<file path="config.mk">
export PLATFORM = sky130hd
export DESIGN_NAME = ts_ring_writer
export DESIGN_NICKNAME = d
export VERILOG_FILES = /design/src/rtl/ts_ring_pkg.sv /design/src/rtl/ts_word_packer.sv /design/src/rtl/ts_slot_ptr.sv /design/src/rtl/ts_ring_writer.sv
export SDC_FILE = /design/constraint.sdc
export NUM_CORES = 1
export LEC_CHECK = 0
export BUFFER_PORTS_ARGS = -buffer_cell sky130_fd_sc_hd__clkbuf_2
export CORE_UTILIZATION = 30
export DETAILED_ROUTE_END_ITERATION = 8
export SYNTH_ARGS = -nofsm -noshare
export SYNTH_HDL_FRONTEND = slang
export SYNTH_SLANG_ARGS = --single-unit
</file>
<file path="constraint.sdc">
create_clock -name clk -period 6.7 [get_ports clk]
set_input_delay 1.005 -clock clk [delete_from_list [all_inputs] [get_ports clk]]
set_output_delay 1.005 -clock clk [all_outputs]
set_load 0.01 [all_outputs]
</file>
<file path="src/rtl/ts_ring_pkg.sv">
package ts_ring_pkg;
  // Round a packet length up to a whole number of memory words.
  function automatic int slot_bytes(int pkt_len, int word_bytes);
    return ((pkt_len + word_bytes - 1) / word_bytes) * word_bytes;
  endfunction
endpackage

</file>
<file path="src/rtl/ts_word_packer.sv">
module ts_word_packer #(
  parameter int PKT_LEN    = 188,
  parameter int WORD_BYTES = 8,
  parameter int ADDR_W     = 16
) (
  input  logic                    clk,
  input  logic                    rst,
  input  logic                    abort,
  input  logic                    in_valid,
  input  logic                    in_sop,
  input  logic [7:0]              in_data,
  input  logic                    room,
  input  logic [ADDR_W-1:0]       slot_base,
  output logic                    mem_we,
  output logic [ADDR_W-1:0]       mem_addr,
  output logic [WORD_BYTES*8-1:0] mem_wdata,
  output logic                    done,
  output logic                    drop
);
  localparam int LANE_W = $clog2(WORD_BYTES);
  localparam int OFF_W  = $clog2(PKT_LEN);
  localparam int DATA_W = WORD_BYTES * 8;

  logic              active;
  logic [OFF_W-1:0]  off;
  logic [DATA_W-1:0] acc;

  logic [OFF_W-1:0]  cur_off;
  logic [LANE_W-1:0] lane;
  logic              take, last, word_end;
  logic [DATA_W-1:0] merged;
  logic [ADDR_W-1:0] word_addr;

  always_comb begin
    cur_off   = in_sop ? '0 : off;
    lane      = cur_off[LANE_W-1:0];
    take      = !abort && in_valid && (in_sop ? room : active);
    last      = (cur_off == OFF_W'(PKT_LEN - 1));
    word_end  = last || (lane == LANE_W'(WORD_BYTES - 1));
    word_addr = slot_base + ADDR_W'({cur_off[OFF_W-1:LANE_W], {LANE_W{1'b0}}});
    merged    = (lane == '0) ? '0 : acc;
    merged[int'(lane)*8 +: 8] = in_data;
  end

  always_ff @(posedge clk) begin
    if (rst) begin
      active    <= 1'b0;
      off       <= '0;
      acc       <= '0;
      mem_we    <= 1'b0;
      mem_addr  <= '0;
      mem_wdata <= '0;
      done      <= 1'b0;
      drop      <= 1'b0;
    end else begin
      mem_we <= 1'b0;
      done   <= 1'b0;
      drop   <= 1'b0;
      if (abort) begin
        active <= 1'b0;
      end else if (in_valid && in_sop && !room) begin
        active <= 1'b0;
        drop   <= 1'b1;
      end else if (take) begin
        acc <= merged;
        if (word_end) begin
          mem_we    <= 1'b1;
          mem_addr  <= word_addr;
          mem_wdata <= merged;
        end
        if (last) begin
          active <= 1'b0;
          off    <= '0;
          done   <= 1'b1;
        end else begin
          active <= 1'b1;
          off    <= cur_off + 1'b1;
        end
      end
    end
  end

  p_word_aligned_r2: assert property (@(posedge clk) disable iff (rst)
    mem_we |-> (mem_addr[LANE_W-1:0] == '0));
  p_stop_on_disable_r8: assert property (@(posedge clk) disable iff (rst)
    abort |=> !mem_we);
  p_done_with_write_r4: assert property (@(posedge clk) disable iff (rst)
    done |-> mem_we);
  p_drop_no_write_r6: assert property (@(posedge clk) disable iff (rst)
    drop |-> (!mem_we && !done));
endmodule

</file>
<file path="src/rtl/ts_slot_ptr.sv">
module ts_slot_ptr #(
  parameter int SLOT_LEN = 192,
  parameter int ADDR_W   = 16,
  parameter int CNT_W    = 16
) (
  input  logic              clk,
  input  logic              rst,
  input  logic              cfg_load,
  input  logic [ADDR_W-1:0] cfg_base,
  input  logic [ADDR_W-1:0] cfg_top,
  input  logic [ADDR_W-1:0] rd_ptr,
  input  logic              commit,
  input  logic              drop,
  output logic              room,
  output logic [ADDR_W-1:0] slot_base,
  output logic [ADDR_W-1:0] wr_ptr,
  output logic [ADDR_W-1:0] occupancy,
  output logic              full,
  output logic [CNT_W-1:0]  ovf_count
);
  localparam int EXT_W = ADDR_W + 1;

  logic [EXT_W-1:0]  sum_cur, sum_eff, size, diff, wrapped;
  logic [ADDR_W-1:0] wp_eff, nxt_eff, occ_next;

  always_comb begin
    sum_cur  = {1'b0, wr_ptr} + EXT_W'(SLOT_LEN);
    wp_eff   = commit ? ((sum_cur > {1'b0, cfg_top}) ? cfg_base : sum_cur[ADDR_W-1:0])
                      : wr_ptr;
    sum_eff  = {1'b0, wp_eff} + EXT_W'(SLOT_LEN);
    nxt_eff  = (sum_eff > {1'b0, cfg_top}) ? cfg_base : sum_eff[ADDR_W-1:0];
    room     = (nxt_eff != rd_ptr);
    slot_base = wp_eff;
    size     = {1'b0, cfg_top} - {1'b0, cfg_base} + EXT_W'(1);
    diff     = {1'b0, wp_eff} - {1'b0, rd_ptr};
    wrapped  = diff + size;
    occ_next = (wp_eff >= rd_ptr) ? diff[ADDR_W-1:0] : wrapped[ADDR_W-1:0];
  end

  always_ff @(posedge clk) begin
    if (rst) begin
      wr_ptr    <= '0;
      occupancy <= '0;
      full      <= 1'b0;
      ovf_count <= '0;
    end else begin
      wr_ptr    <= cfg_load ? cfg_base : wp_eff;
      occupancy <= occ_next;
      full      <= !room;
      if (drop) ovf_count <= ovf_count + 1'b1;
    end
  end

  p_ptr_moves_on_event_r4: assert property (@(posedge clk) disable iff (rst)
    !$stable(wr_ptr) |-> ($past(commit) || $past(cfg_load)));
  p_ovf_step_r6: assert property (@(posedge clk) disable iff (rst)
    drop |=> (ovf_count == $past(ovf_count) + 1'b1));
  p_no_commit_on_drop_r6: assert property (@(posedge clk) disable iff (rst)
    (drop && !cfg_load) |=> (wr_ptr == $past(wr_ptr)));
endmodule

</file>
<file path="src/rtl/ts_ring_writer.sv">
module ts_ring_writer #(
  parameter int PKT_LEN    = 188,
  parameter int WORD_BYTES = 8,
  parameter int ADDR_W     = 16,
  parameter int CNT_W      = 16
) (
  input  logic                    clk,
  input  logic                    rst,
  input  logic                    en,
  input  logic                    cfg_load,
  input  logic [ADDR_W-1:0]       cfg_base,
  input  logic [ADDR_W-1:0]       cfg_top,
  input  logic [ADDR_W-1:0]       rd_ptr,
  input  logic                    in_valid,
  input  logic                    in_sop,
  input  logic [7:0]              in_data,
  output logic                    mem_we,
  output logic [ADDR_W-1:0]       mem_addr,
  output logic [WORD_BYTES*8-1:0] mem_wdata,
  output logic [ADDR_W-1:0]       wr_ptr,
  output logic [ADDR_W-1:0]       occupancy,
  output logic                    full,
  output logic [CNT_W-1:0]        ovf_count
);
  localparam int SLOT_LEN = ts_ring_pkg::slot_bytes(PKT_LEN, WORD_BYTES);

  logic              abort, room, done, drop;
  logic [ADDR_W-1:0] slot_base;

  assign abort = !en || cfg_load;

  ts_word_packer #(
    .PKT_LEN(PKT_LEN), .WORD_BYTES(WORD_BYTES), .ADDR_W(ADDR_W)
  ) u_packer (
    .clk(clk), .rst(rst), .abort(abort),
    .in_valid(in_valid), .in_sop(in_sop), .in_data(in_data),
    .room(room), .slot_base(slot_base),
    .mem_we(mem_we), .mem_addr(mem_addr), .mem_wdata(mem_wdata),
    .done(done), .drop(drop)
  );

  ts_slot_ptr #(
    .SLOT_LEN(SLOT_LEN), .ADDR_W(ADDR_W), .CNT_W(CNT_W)
  ) u_ptr (
    .clk(clk), .rst(rst), .cfg_load(cfg_load),
    .cfg_base(cfg_base), .cfg_top(cfg_top), .rd_ptr(rd_ptr),
    .commit(done), .drop(drop), .room(room), .slot_base(slot_base),
    .wr_ptr(wr_ptr), .occupancy(occupancy), .full(full), .ovf_count(ovf_count)
  );

  p_silent_when_off_r8: assert property (@(posedge clk) disable iff (rst)
    (!en && !$past(en)) |-> !mem_we);
endmodule

</file>
# After elaboration in Yosys (flattened, before gate mapping)
# Index checks and enable logic that the tools add are counted.
# totals
ff_bits	205
input_bits	62
output_inout_bits	130
elab_cells	62
# classes
add_sub_neg	10
order_cmp	3
n_eq_ne	3
n_shift	2
n_mux	14
bitwise_logic	3
n_reduce_logical	15
# op_table
op	n
$mux W16	5
$bwmux W64	1
$mux W64	1
$shift A8 B33 Y64 const A	1
$shiftx A8 B33 Y64	1
$add A16 B8 Y17 const B	2
$gt A17 B16 Y1	2
$neg A6 Y33	1
$add A16 B1 Y16 const B	2
$sub A16 B16 Y16	2
$add A16 B16 Y16	1
$add A16 B8 Y16	1
$ge A16 B16 Y1	1
$mux W8	2
$ne A16 B16 Y1	1
$add A8 B1 Y8 const B	1
$eq A8 B8 Y1 const B	1
$mux W1	5
$logic_and A1 B1 Y1	4
$reduce_and A4 Y1	1
$reduce_or A4 Y1	1
$eq A3 B3 Y1 const B	1
$logic_not A1 Y1	3
$logic_not A3 Y1	1
other kinds (5)	8

# Logic depth before layout (Yosys ltp)
# depth
depth_word	12
ltp_mapped	38
depth_no_buf	36

# Modules after synthesis
# From an unflattened synthesis, not the netlist that was laid out.
# unflattened
hier_cells	1494
hier_area_um2	12508.2
# by_module_without_submodules
module	n_inst	cells_each	area_per_inst_um2	seq_area_each_um2
ts_word_packer	1	796	6911.6	3123.0
ts_slot_ptr	1	697	5590.4	980.9
ts_ring_writer	1	1	6.3	0.0

# Worst setup path before layout
# OpenSTA, ideal clock, no wires.
# synth_path
kind	reg2reg
from	reg u_ptr.wr_ptr[6]
to	reg u_ptr.occupancy[15]
setup_ns	0.128
t_arrival_ns	7.273
required_ns	6.572
setup_slack_ns	-0.700
stages_incl_launch_ff	37
path_buffers	0
period_less_slack_ns	7.400
path_cell_list	dfxtp_1 -> inv_1 -> ha_1 -> and4b_1 -> and2_1 -> nand3_1 -> xnor2_1 -> ha_1 -> a21o_1 -> a221o_1 -> a31oi_4 -> o21a_1 -> o21ai_0 -> o21ai_0 -> inv_1 -> ha_1 -> fa_1 -> nor2b_1 -> o21ai_0 -> a21boi_0 -> o21ai_0 -> a21boi_0 -> o21ai_0 -> a21boi_0 -> o21ai_0 -> nand2b_1 -> a31oi_1 -> xnor2_1 -> fa_1 -> ha_1 -> nand3_1 -> a211oi_1 -> o31ai_1 -> and3_1 -> o21ai_0 -> xnor2_1 -> nor2_1
# synth_between
elab_chain_cells	7
elab_cells_between_ends	8
cone_classes	add/sub: 3; order compare: 2; mux: 3
# synth_lines
item	line_no	text
start, declared	ts_slot_ptr.sv:16	output logic [ADDR_W-1:0] wr_ptr,
start signal, assigned	ts_slot_ptr.sv:47	wr_ptr <= cfg_load ? cfg_base : wp_eff;
$add A16 B8 Y17	ts_slot_ptr.sv:27	sum_cur = {1'b0, wr_ptr} + EXT_W'(SLOT_LEN);
$gt A17 B16 Y1	ts_slot_ptr.sv:28	wp_eff = commit ? ((sum_cur > {1'b0, cfg_top}) ? cfg_base : sum_cur[ADDR_W-1:0])
$mux W16	ts_slot_ptr.sv:28	
$mux W16 (*)	ts_slot_ptr.sv:28	
$sub A16 B16 Y16	ts_slot_ptr.sv:35	diff = {1'b0, wp_eff} - {1'b0, rd_ptr};
$add A16 B16 Y16	ts_slot_ptr.sv:36	wrapped = diff + size;
$mux W16 (*)	ts_slot_ptr.sv:37	occ_next = (wp_eff >= rd_ptr) ? diff[ADDR_W-1:0] : wrapped[ADDR_W-1:0];
end signal, assigned	ts_slot_ptr.sv:48	occupancy <= occ_next;
end, declared	ts_slot_ptr.sv:17	output logic [ADDR_W-1:0] occupancy,
# Mark *: on every way between the ends. The rest lies on a longest branch, timed or not.
# A chain may end at the register's enable or synchronous reset.

# Worst setup path in the final report
# Same ends and word-level chain as after synthesis.

==> summary.md <==
| Metric | Value |
|---|---|
| Status | `complete, but fails checks` |
| Failing checks | `negative setup slack` |
| Worst-path clk slew | `60 ps` |
| # diodes | `0` |
| Post-Synthesis Cells | `1,652` |
| Syn Nets | `1,809` |
| Hold_buf cts | `0` |
| Fillers | `4,493` |
| Max FO, Critical Path | `3` |
| Routability cong. | `0.967` |
| Dpl ws | `-804 ps` |
| CTS tree | `built` |
| Final worst slack | `-516 ps` |
| Crit start category | `flop` |
| Most common cell in the netlist | `dfxtp_1` |
| Core Area | `45,500 µm²` |
| DP HPWL | `35.5 mm` |
| Post-synth top cells | `205 x dfxtp_1, 182 x a21oi_1, 100 x nor2_1` |
| FMAX | `0.139 GHz` |
| Final setup vio count | `165` |
| Hold Path Depth | `2` |
| Power density over the cells | `216 nW/µm²` |
| Post-DRT Antenna Nets | `0` |
| Slew margin rel. | `31.1%` |
| Unique masters post-synth | `89` |
| GRT Util Overall | `19.9%` |
| Root buffer cell | `clkbuf_16` |
| Least-Margin Pin Slew | `1030 ps` |
| CTS max path bufs | `3` |
| RSZ-0062 raised after global routing | `yes` |
| CTS H-tree depth | `1` |
| Slew Limit Fails | `0` |
| Vias in the first global route | `13,196` |
| FF+latch count, synth | `205` |
| DRC viols | `0` |
| Site Rows | `78` |
| CTS Sinks | `205` |
| Share of layout cells above drive strength 1 | `41.4%` |
| IO Count | `192` |
| Initial DRC Count | `877` |
| Post-synthesis sequential area ratio | `29.6%` |
| Drt first pass iters | `5` |
| Clock buffer count from CTS | `25` |
| Min-Delay Path Class | `flop to flop` |
| Post-layout min period | `7220 ps` |
| Levels on crit path | `43` |
| Post-synth EDFFs | `0` |
| Top cells by area, synth | `dfxtp_1 30%, ha_1 7.0%, a21oi_1 6.6%, a211oi_2 4.4%, xnor2_1 3.3%` |
| Worst path top cell family by delay | `compound AO/OA/AOI/OAI gates` |
| Crit-path max cell delay | `540 ps` |
| Worst Path Required | `7100 ps` |
| Post-Syn Area per Cell | `8.40 µm²` |
| Post-synth ARST share | `0%` |
| Setup crit end kind | `flop` |
| Area growth from synthesis to layout | `41.4%` |
| Max-capacitance violation count | `0` |
| Final Hold Fails | `0` |
| Worst-skew pair later-pin latency | `570 ps` |
| Die W | `217 µm` |
| Remaining global-route overflow | `0` |
| Avg Vias per Cell | `5.22` |
| Initial Util | `30.5%` |
| WL final | `50.0 mm` |
| Leakage dissipation | `0.00814 µW` |
| Initial antenna violation count | `1` |
| Crit-path most repeated cell | `buf_6` |
| Synth Flop Type | `dfxtp_1` |
| Worst IR drop on VDD | `0.158 mV` |
| Post-Syn Area | `13,900 µm²` |
| First-pass GRT wire length | `74.5 mm` |
| Final net count | `2,192` |
| Top-area cell type share of the netlist area | `29.6%` |
| Worst r2r path cells | `43` |
| Slowest cell on crit path | `fa_1` |
| Top cell type by total area after synthesis | `dfxtp_1` |
| Wire length per cell | `18.9 µm` |
| Max Clock Skew | `19.5 ps` |
| Critical Path AT | `7620 ps` |
| Pin count of the biggest net entering global routing | `128` |
| Via Count | `13,846` |
| Worst Path Class, Setup | `flop to flop` |
| PortBufs | `191` |
| Die area | `47,100 µm²` |
| Part of the cycle the worst path needs | `108%` |
| Die height | `217 µm` |
| Hold_ws | `465 ps` |
| Crit path buffers/inverters | `10` |
| Yosys warning count | `0` |
per-layer routing:
metal	GRT usage [%]	share of wire [%]	up-vias
li1	-	-	6730
met1	27.3	47	6702
met2	31.2	45	329
met3	3.28	5.3	83
met4	7.04	3.3	2
met5	0	0.016	-
sequential cells by signal (all words and copies together) (netlist names):
| name | flops |
|---|---|
| u_packer.acc | 64 |
| u_packer.mem_wdata | 64 |
| u_packer.mem_addr | 16 |
| u_ptr.occupancy | 16 |
| u_ptr.ovf_count | 16 |
| u_ptr.wr_ptr | 16 |
| u_packer.off | 8 |
| u_packer.active | 1 |
| u_packer.done | 1 |
| u_packer.drop | 1 |
| u_packer.mem_we | 1 |
| u_ptr.full | 1 |
stage by stage:
step	cells	utilization (%)	power [µW]	area, µm²	TNS, ps
3_5_place_dp	2548	37.6	2580	17100	-79360
3_3_place_gp	2548	37.6	2570	17100	-50070
2_1_floorplan	1652	-	2050	14100	-8740
4_1_cts	2623	40.7	4150	18500	-44740
5_1_grt	2654	43.1	4450	19600	-112370
6_report	2654	43.1	4230	19600	-58270
cell usage in the layout (no fill, tap or decap), types with 26 or more instances in the layout:
master	count
nand2_1	73
clkbuf_16	31
a21oi_1	79
and3_1	32
nand3_1	56
nor2_1	89
ha_1	67
o21ai_0	32
a21oi_2	83
nor3_2	26
xnor2_1	43
a211oi_2	51
nor3_1	43
dfxtp_1	203
a31oi_1	39
buf_4	255
clkbuf_2	190
nor3b_1	48
inv_1	93
mux2i_1	31
nand2b_1	41
report_power, final:
| group | leakage [µW] | switching (µW) | internal [µW] | total [µW] |
|---|---|---|---|---|
| clock network | 0.000425 | 582 | 832 | 1410 |
| logic | 0.00605 | 748 | 762 | 1510 |
| registers | 0.00166 | 26.8 | 1280 | 1300 |
tightest hold or removal path, delay by kind of cell, from the launching register on:
family,cells,cell delay (ps)
DFF,1,310
AOI/OAI and AO/OA,2,110
layout make-up:
type / instances / area, µm² / share of cell area [%]
clock buffers: 34 / 719 / 3.67
clock inverters: 12 / 129 / 0.657
flip-flops and latches: 205 / 4110 / 21.0
inverters: 105 / 397 / 2.02
repair buffers: 483 / 3520 / 18.0
multi-input cells: 1215 / 9990 / 50.9
well taps: 600 / 751 / 3.83
cells by family (layout without fill, tap and decap cells):
kind of cell    count (synthesis)  after routing  share of synthesized area [%]
compound gates                456            456                           23.2
xor+xnor                       71             71                           4.58
fa+ha+maj                      95             95                           9.49
buf+inv                       232            634                           6.91
flops                         205            205                           29.6
mux                            33             33                           2.40
simple gates                  560            560                           23.9
what timing repair did:
action,CTS,global route
buffers inserted,29,24
pin swaps,40,58
setup endpoints to repair,164,166
cloned,0,7
gates resized for setup,90,154
path summary, 6_finish.rpt:
kind                                                         from                                end  slack [ps]
worst min-delay path            u_packer.mem_addr[8]$_SDFFE_PP0P_  u_packer.mem_addr[8]$_SDFFE_PP0P_         470
worst max register to register         u_ptr.wr_ptr[6]$_SDFF_PP0_     u_ptr.occupancy[15]$_SDFF_PP0_        -520
worst max-delay path                   u_ptr.wr_ptr[6]$_SDFF_PP0_     u_ptr.occupancy[15]$_SDFF_PP0_        -520
worst min register to register  u_packer.mem_addr[8]$_SDFFE_PP0P_  u_packer.mem_addr[8]$_SDFFE_PP0P_         470
No activity file was read; power rests on OpenSTA's default activity.
